[config.mk]
export PLATFORM = sky130hd
export DESIGN_NAME = tick_source
export DESIGN_NICKNAME = d
export VERILOG_FILES = /design/src/rtl/tick_pkg.sv /design/src/rtl/tick_ctrl.sv /design/src/rtl/tick_divider.sv /design/src/rtl/tick_pin_filter.sv /design/src/rtl/tick_source.sv
export SDC_FILE = /design/constraint.sdc
export NUM_CORES = 1
export LEC_CHECK = 0
export BUFFER_PORTS_ARGS = -buffer_cell sky130_fd_sc_hd__buf_2
export CAP_MARGIN = 20
export CORE_ASPECT_RATIO = 0.75
export CORE_MARGIN = 1.5
export CORE_UTILIZATION = 47
export DETAILED_ROUTE_END_ITERATION = 7
export SLEW_MARGIN = 30
export SYNTH_ARGS = -nofsm -noshare
export SYNTH_HDL_FRONTEND = slang
export SYNTH_SLANG_ARGS = --single-unit
[constraint.sdc]
create_clock -name clk -period 9.14 [get_ports clk]
set_clock_uncertainty 0.05 [all_clocks]
set_input_delay 0.457 -clock clk [delete_from_list [all_inputs] [get_ports clk]]
set_output_delay 0.457 -clock clk [all_outputs]
set_load 0.1 [all_outputs]
[src/rtl/tick_pkg.sv]
package tick_pkg;

    // Working state of the count-tick source
    typedef enum logic [2:0] {
        ST_OFF,
        ST_DIVIDE,
        ST_CLK_PASS,
        ST_FILTER,
        ST_EDGE_PASS
    } tick_state_e;

    // One enable per datapath, derived from the state
    typedef struct packed {
        logic divide;
        logic clk_pass;
        logic filter;
        logic edge_pass;
    } tick_path_t;

endpackage

[src/rtl/tick_ctrl.sv]
module tick_ctrl
    import tick_pkg::*;
(
    input  logic       clk,
    input  logic       rst_n,
    input  logic       run_en,
    input  logic       pulse_mode,
    input  logic       bypass,
    output tick_path_t path
);

    tick_state_e state_q;
    tick_state_e state_d;

    // Next-state logic: arm from ST_OFF, disarm from any working state
    always_comb begin
        state_d = state_q;
        unique case (state_q)
            ST_OFF: begin
                if (run_en) begin
                    if (pulse_mode)
                        state_d = bypass ? ST_EDGE_PASS : ST_FILTER;
                    else
                        state_d = bypass ? ST_CLK_PASS : ST_DIVIDE;
                end
            end
            ST_DIVIDE, ST_CLK_PASS, ST_FILTER, ST_EDGE_PASS: begin
                if (!run_en)
                    state_d = ST_OFF;
            end
        endcase
    end

    always_ff @(posedge clk or negedge rst_n) begin
        if (!rst_n)
            state_q <= ST_OFF;
        else
            state_q <= state_d;
    end

    // Output decode: a path is live only while run_en is still high
    always_comb begin
        path = '0;
        unique case (state_q)
            ST_OFF:       path = '0;
            ST_DIVIDE:    path.divide    = run_en;
            ST_CLK_PASS:  path.clk_pass  = run_en;
            ST_FILTER:    path.filter    = run_en;
            ST_EDGE_PASS: path.edge_pass = run_en;
        endcase
    end


    mode_hold_chk: assert property (@(posedge clk) disable iff (!rst_n)
        (state_q != ST_OFF && run_en) |=> (state_q == $past(state_q)));


    disarm_chk: assert property (@(posedge clk) disable iff (!rst_n)
        !run_en |=> (state_q == ST_OFF));

endmodule

[src/rtl/tick_divider.sv]
module tick_divider #(
    parameter int SCALE_W = 4,
    parameter int DIV_W   = 2 ** SCALE_W
) (
    input  logic               clk,
    input  logic               rst_n,
    input  logic               active,
    input  logic               strobe,
    input  logic [SCALE_W-1:0] scale,
    output logic               fire
);

    logic [DIV_W-1:0] cnt_q;
    logic [DIV_W:0]   limit_wide;
    logic [DIV_W-1:0] limit;

    // Terminal count 2^(p+1)-1; the top scale value wraps to all ones
    always_comb begin
        limit_wide = ({{DIV_W{1'b0}}, 1'b1} << (32'(scale) + 32'd1)) - 1'b1;
        limit      = limit_wide[DIV_W-1:0];
    end

    assign fire = active && strobe && (cnt_q == limit);

    always_ff @(posedge clk or negedge rst_n) begin
        if (!rst_n)
            cnt_q <= '0;
        else if (!active)
            cnt_q <= '0;
        else if (strobe)
            cnt_q <= (cnt_q == limit) ? '0 : cnt_q + 1'b1;
    end


    div_range_chk: assert property (@(posedge clk) disable iff (!rst_n)
        (active && $stable(scale)) |-> (cnt_q <= limit));


    div_gap_chk: assert property (@(posedge clk) disable iff (!rst_n)
        fire |=> !fire);

endmodule

[src/rtl/tick_pin_filter.sv]
module tick_pin_filter #(
    parameter int NUM_PIN     = 4,
    parameter int PIN_W       = 2,
    parameter int SCALE_W     = 4,
    parameter int SYNC_STAGES = 2,
    parameter int CNT_W       = 2 ** SCALE_W
) (
    input  logic               clk,
    input  logic               rst_n,
    input  logic [NUM_PIN-1:0] pin_in,
    input  logic [PIN_W-1:0]   pin_sel,
    input  logic               pin_inv,
    input  logic               strobe,
    input  logic [SCALE_W-1:0] scale,
    input  logic               filter_on,
    input  logic               pass_on,
    output logic               edge_ev
);

    logic [NUM_PIN-1:0] sync_lvl;

    // Per-pin synchroniser chains
    for (genvar g = 0; g < NUM_PIN; g++) begin : g_sync
        logic [SYNC_STAGES-1:0] sh_q;
        always_ff @(posedge clk or negedge rst_n) begin
            if (!rst_n)
                sh_q <= '0;
            else
                sh_q <= {sh_q[SYNC_STAGES-2:0], pin_in[g]};
        end
        assign sync_lvl[g] = sh_q[SYNC_STAGES-1];
    end

    logic             lvl;
    logic             acc_q;
    logic             prev_q;
    logic [CNT_W-1:0] cnt_q;
    logic [CNT_W:0]   len_w;
    logic [CNT_W:0]   cnt_nxt;
    logic             reach;

    assign lvl = sync_lvl[pin_sel] ^ pin_inv;

    // Qualification length 2^p, one strobe when p is zero
    always_comb begin
        if (scale == '0)
            len_w = {{CNT_W{1'b0}}, 1'b1};
        else
            len_w = {{CNT_W{1'b0}}, 1'b1} << scale;
        cnt_nxt = {1'b0, cnt_q} + 1'b1;
        reach   = (cnt_nxt >= len_w);
    end

    always_comb begin
        edge_ev = 1'b0;
        if (pass_on)
            edge_ev = lvl && !prev_q;
        else if (filter_on)
            edge_ev = lvl && !acc_q && strobe && reach;
    end

    always_ff @(posedge clk or negedge rst_n) begin
        if (!rst_n) begin
            acc_q  <= 1'b0;
            prev_q <= 1'b0;
            cnt_q  <= '0;
        end else if (pass_on) begin
            prev_q <= lvl;
        end else if (filter_on) begin
            if (lvl == acc_q) begin
                cnt_q <= '0;
            end else if (strobe) begin
                if (reach) begin
                    acc_q <= lvl;
                    cnt_q <= '0;
                end else begin
                    cnt_q <= cnt_nxt[CNT_W-1:0];
                end
            end
        end else begin
            // idle or time mode: follow the pin as the baseline
            acc_q  <= lvl;
            prev_q <= lvl;
            cnt_q  <= '0;
        end
    end


    filt_hold_chk: assert property (@(posedge clk) disable iff (!rst_n)
        (filter_on && !strobe) |=> $stable(acc_q));


    pass_single_chk: assert property (@(posedge clk) disable iff (!rst_n)
        (pass_on && edge_ev) |=> !edge_ev);

endmodule

[src/rtl/tick_source.sv]
module tick_source
    import tick_pkg::*;
#(
    parameter int NUM_SRC     = 4,
    parameter int NUM_PIN     = 4,
    parameter int SCALE_W     = 4,
    parameter int SYNC_STAGES = 2,
    localparam int SRC_W      = $clog2(NUM_SRC),
    localparam int PIN_W      = $clog2(NUM_PIN),
    localparam int CFG_W      = SRC_W + 1 + SCALE_W
) (
    input  logic               clk,
    input  logic               rst_n,
    input  logic               run_en,
    input  logic               pulse_mode,
    input  logic [PIN_W-1:0]   pin_sel,
    input  logic               pin_inv,
    input  logic [CFG_W-1:0]   scale_cfg,
    input  logic [NUM_SRC-1:0] src_stb,
    input  logic [NUM_PIN-1:0] pin_in,
    output logic               inc_pulse
);

    localparam int DIV_W = 2 ** SCALE_W;

    logic [SRC_W-1:0]   src_sel;
    logic               bypass;
    logic [SCALE_W-1:0] scale;
    logic               strobe_sel;
    tick_path_t         path;
    logic               div_fire;
    logic               pin_ev;
    logic               inc_q;

    assign src_sel    = scale_cfg[SRC_W-1:0];
    assign bypass     = scale_cfg[SRC_W];
    assign scale      = scale_cfg[CFG_W-1:SRC_W+1];
    assign strobe_sel = src_stb[src_sel];

    tick_ctrl i_ctrl (
        .clk        (clk),
        .rst_n      (rst_n),
        .run_en     (run_en),
        .pulse_mode (pulse_mode),
        .bypass     (bypass),
        .path       (path)
    );

    tick_divider #(
        .SCALE_W (SCALE_W),
        .DIV_W   (DIV_W)
    ) i_div (
        .clk    (clk),
        .rst_n  (rst_n),
        .active (path.divide),
        .strobe (strobe_sel),
        .scale  (scale),
        .fire   (div_fire)
    );

    tick_pin_filter #(
        .NUM_PIN     (NUM_PIN),
        .PIN_W       (PIN_W),
        .SCALE_W     (SCALE_W),
        .SYNC_STAGES (SYNC_STAGES),
        .CNT_W       (DIV_W)
    ) i_pin (
        .clk       (clk),
        .rst_n     (rst_n),
        .pin_in    (pin_in),
        .pin_sel   (pin_sel),
        .pin_inv   (pin_inv),
        .strobe    (strobe_sel),
        .scale     (scale),
        .filter_on (path.filter),
        .pass_on   (path.edge_pass),
        .edge_ev   (pin_ev)
    );

    always_ff @(posedge clk or negedge rst_n) begin
        if (!rst_n)
            inc_q <= 1'b0;
        else
            inc_q <= div_fire | (path.clk_pass & strobe_sel) | pin_ev;
    end

    assign inc_pulse = inc_q;


    off_quiet_chk: assert property (@(posedge clk) disable iff (!rst_n)
        !run_en |=> !inc_pulse);


    pass_follow_chk: assert property (@(posedge clk) disable iff (!rst_n)
        (path.clk_pass && strobe_sel) |=> inc_pulse);


    src_ignore_chk: assert property (@(posedge clk) disable iff (!rst_n)
        (path.clk_pass && !strobe_sel) |=> !inc_pulse);

endmodule

==> results.toml <==
[status]
outcome = "complete, no violations"

[synthesis]
synth_fp_nets = 500
seq_area_frac_synth_pct = 31.83
synth_top_area_share_pct = 31.83
yosysMostFrequentCell = "nand2_1"
synth_edf_count = 0
synth-adder-area-share_pct = 7.958
synth_flop_cell = "dfrtp_1"
syn-instance-count = 455
yosys_warnings = 0
synth_xor_area_share_pct = 6.540
syn_area_mm2 = 0.003616
synth-simple-area-share_pct = 31.25
ys_types = 61
synth_mux_area_share_pct = 1.211
synth_top_family_by_area = "simple AND/OR/NAND/NOR gates"
yosys-top-cells-count = "nand2_1 (82), dfrtp_1 (46), nand3_1 (38)"
async_flop_share_pct = 100.0
yosysTopAreaCell = "dfrtp_1"
synth.area.top_cells = "dfrtp_1 (32%), nand2_1 (8.5%), ha_1 (8.0%)"
ys_seq_elements = 46
synth_area_per_cell_um2 = 7.947
synth_compound_area_share_pct = 16.68

[min_path]
hold_path.class = "in -> async"

[timing]
fmax_ghz = 0.2443
finalSetupViolCount = 0
finalWorstSetupSlack_ps = 5047
max_slew_margin_pct = 54.97
fin_crit_ps = 4093
rsz0062_at_grt = "no"
hold_violations = 0
setup-tns-final_ps = 0
slew_violations = 0
tightest_slew_ps = 673.6
finalCritPeriodShare_pct = 44.78

[cts]
cts_root_buf = "clkbuf_8"
post_cts_resized = 0
cts.sinks = 46
cts_tree = "yes"
cts.hold.buffers_added = 0
postCtsSetupRepairBufs = 0
insertion_delay_ps = 300
clockBufferDepth = 2
htree_levels = 2
cts_inserted_buffers = 5
clk_pin_slew_ps = 100

[setup_path]
end_kind = "flop"
timing.critical_path.buf_inv = 1
rr_worst_depth = 15
reg2reg_slack_ps = 5270
crit_path_max_fanout = 20
cp-start-kind = "primary input"
critical-path-top-delay-family = "simple AND/OR/NAND/NOR gates"
cp_data_required_time_ps = 9250
cp_slowest_stage_delay_ps = 660
critPathKind = "in -> reg"
cp_cell_sequence = "buf_2 -> and2_1 -> ha_1 -> or4b_1 -> ha_1 -> xnor2_1 -> nor3_1 -> o2111ai_1 -> or3b_1 -> or4_4 -> nand3_1 -> o31ai_1"
worstReg2RegEnd = "i_pin.cnt_q[14]"
cp_slowest_cell = "ha_1"
path_common_cell = "ha_1"
worst_ep_arrival_time_ps = 4210
reg2reg_from = "i_pin.cnt_q[0]"

[detailed_routing]
postRouteAntennaNets = 0
dr.pass1.iters = 4
wirelength_mm = 8.251
drc = 0
vias_per_cell = 5.693
drtIter0Drc = 183
wl_per_cell_um = 14.81
vias = 3171

[pwr]
clkPwrFrac_pct = 28.9
power_mw = 0.4293
p_int_mw = 0.2942
switching_share_pct = 31.47
peakVddDrop_mv = 0.08433
combPwrFrac_pct = 20.4
p_sw_mw = 0.1351
power_density_mw_per_mm2 = 112.7
p_leak_nw = 1.655
sequentialPowerShare_pct = 50.7

[global_route]
grtUsageMet1_pct = 33.68
use_met2_pct = 32.04
grt_pass1_wl_mm = 14.44
grt_util_all_layers_pct = 21.80
grt_max_degree = 47
grt_pass1_vias = 2930
grt_overflow_total = 0
grtUsageMet3_pct = 3.120
antenna_found_initial = 0
busiest_layer = "met1"

[final_layout]
nFillCells = 719
nets = 501
num_antenna_cells = 0
drive_above_1_share_pct = 8.991
register_area_mm2 = 0.001151
fin_cells = 557
area_growth_pct = 5.329
multi_input_area_mm2 = 0.002305

[place]
post-place-cells = 550
routabilityCongestion = 0.8719
portBuffers = 22
pre_cts_ws_ps = 4795
place_hpwl_mm = 6.049

[die]
chipWidth_um = 104.3
row_count = 27
dieArea_mm2 = 0.008234
ios = 23
coreArea_mm2 = 0.007398
die_h_um = 78.96
initial_core_util_pct = 48.88

[job]
maxCapViolCount = 0
cell usage in the layout (no fill, tap or decap), drive strengths merged, types with 4 or more instances in the layout:
cell    netlist  layout
nand2b       16      16
dfrtp        46      46
and2          7       7
o21a          6       6
buf          10      23
a21o          6       6
nor4          7       7
xnor2        19      19
a21oi        27      27
nor2b        12      12
ha           23      23
inv           7       7
clkbuf       19       6
xor2          8       8
nand3        38      38
and3          4       4
o21ai        26      26
nand2        82      82
nor3         17      17
nor2         22      22
routing by layer:
layer  up-vias  share of wire, %
met5         -                 0
met4         0              0.67
met3         5               4.9
met2        84                41
met1      1477                54
li1       1605                 -
flip-flops by register name, indices dropped and copies added (netlist names):
register           count
i_pin.g_sync.sh_q      8
i_pin.prev_q           1
i_pin.cnt_q           16
i_div.cnt_q           16
i_ctrl.state_q         3
i_pin.acc_q            1
inc_pulse              1
metrics by stage:
stage                     util [%]  instance area, um2  hold WS (ps)
after floorplan                  -                3616         111.4
after global placement       50.36                3726         281.7
after detailed placement     50.40                3729         285.6
after CTS                    51.48                3809         133.2
after global routing         51.48                3809         149.1
final                        51.48                3809         101.8
power groups by stage:
stage / clock (mW) / combinational (mW) / sequential [mW]
finish: 0.124 / 0.0877 / 0.218
global route: 0.136 / 0.0991 / 0.219
CTS: 0.127 / 0.0878 / 0.218
detailed placement: 0 / 0.0870 / 0.222
global placement: 0 / 0.0857 / 0.222
floorplan: 0 / 0.0635 / 0.222
worst reg2reg max path, stage by stage (launching register included):
cell      delay [ps]
dfrtp_1          410
ha_1             230
nand2_1          150
nor3_1           310
nand2_1          110
or2_2            290
nand2_1           80
ha_1             240
a21oi_1          170
nor2b_1          150
o221ai_1         110
a21oi_1          200
o21ai_0          180
or4_1            780
a21oi_1          250
a21o_1           100
logic make-up (layout without fill, tap and decap cells):
logic type	after synthesis	count (layout)
xor+xnor	27	27
simple gates	226	226
fa+ha+maj	23	23
compound gates	94	94
mux	3	3
buf+inv	36	37
flops	46	46
how the worst max path moves through the flow:
stage	from	cells after the start	slack (ps)	end
detailed placement	scale_cfg[4]	12	4790	i_div.cnt_q[2]
finish	scale_cfg[4]	12	5050	i_div.cnt_q[7]
global placement	scale_cfg[4]	12	4890	i_div.cnt_q[2]
floorplan	scale_cfg[5]	15	5180	i_div.cnt_q[11]
CTS	scale_cfg[4]	12	5090	i_div.cnt_q[7]
global route	scale_cfg[4]	12	4880	i_div.cnt_q[2]
final cells by class:
type                            instances  share of cell area (%)
Clock buffer                            6                   1.905
Sequential cell                        46                   30.22
Multi-Input combinational cell        373                   60.51
Tap cell                              101                   3.318
Inverter                                7                  0.6899
Clock inverter                          1                  0.1971
Timing Repair Buffer                   23                   3.154
Note: power is estimated with default switching activity, not from simulation.
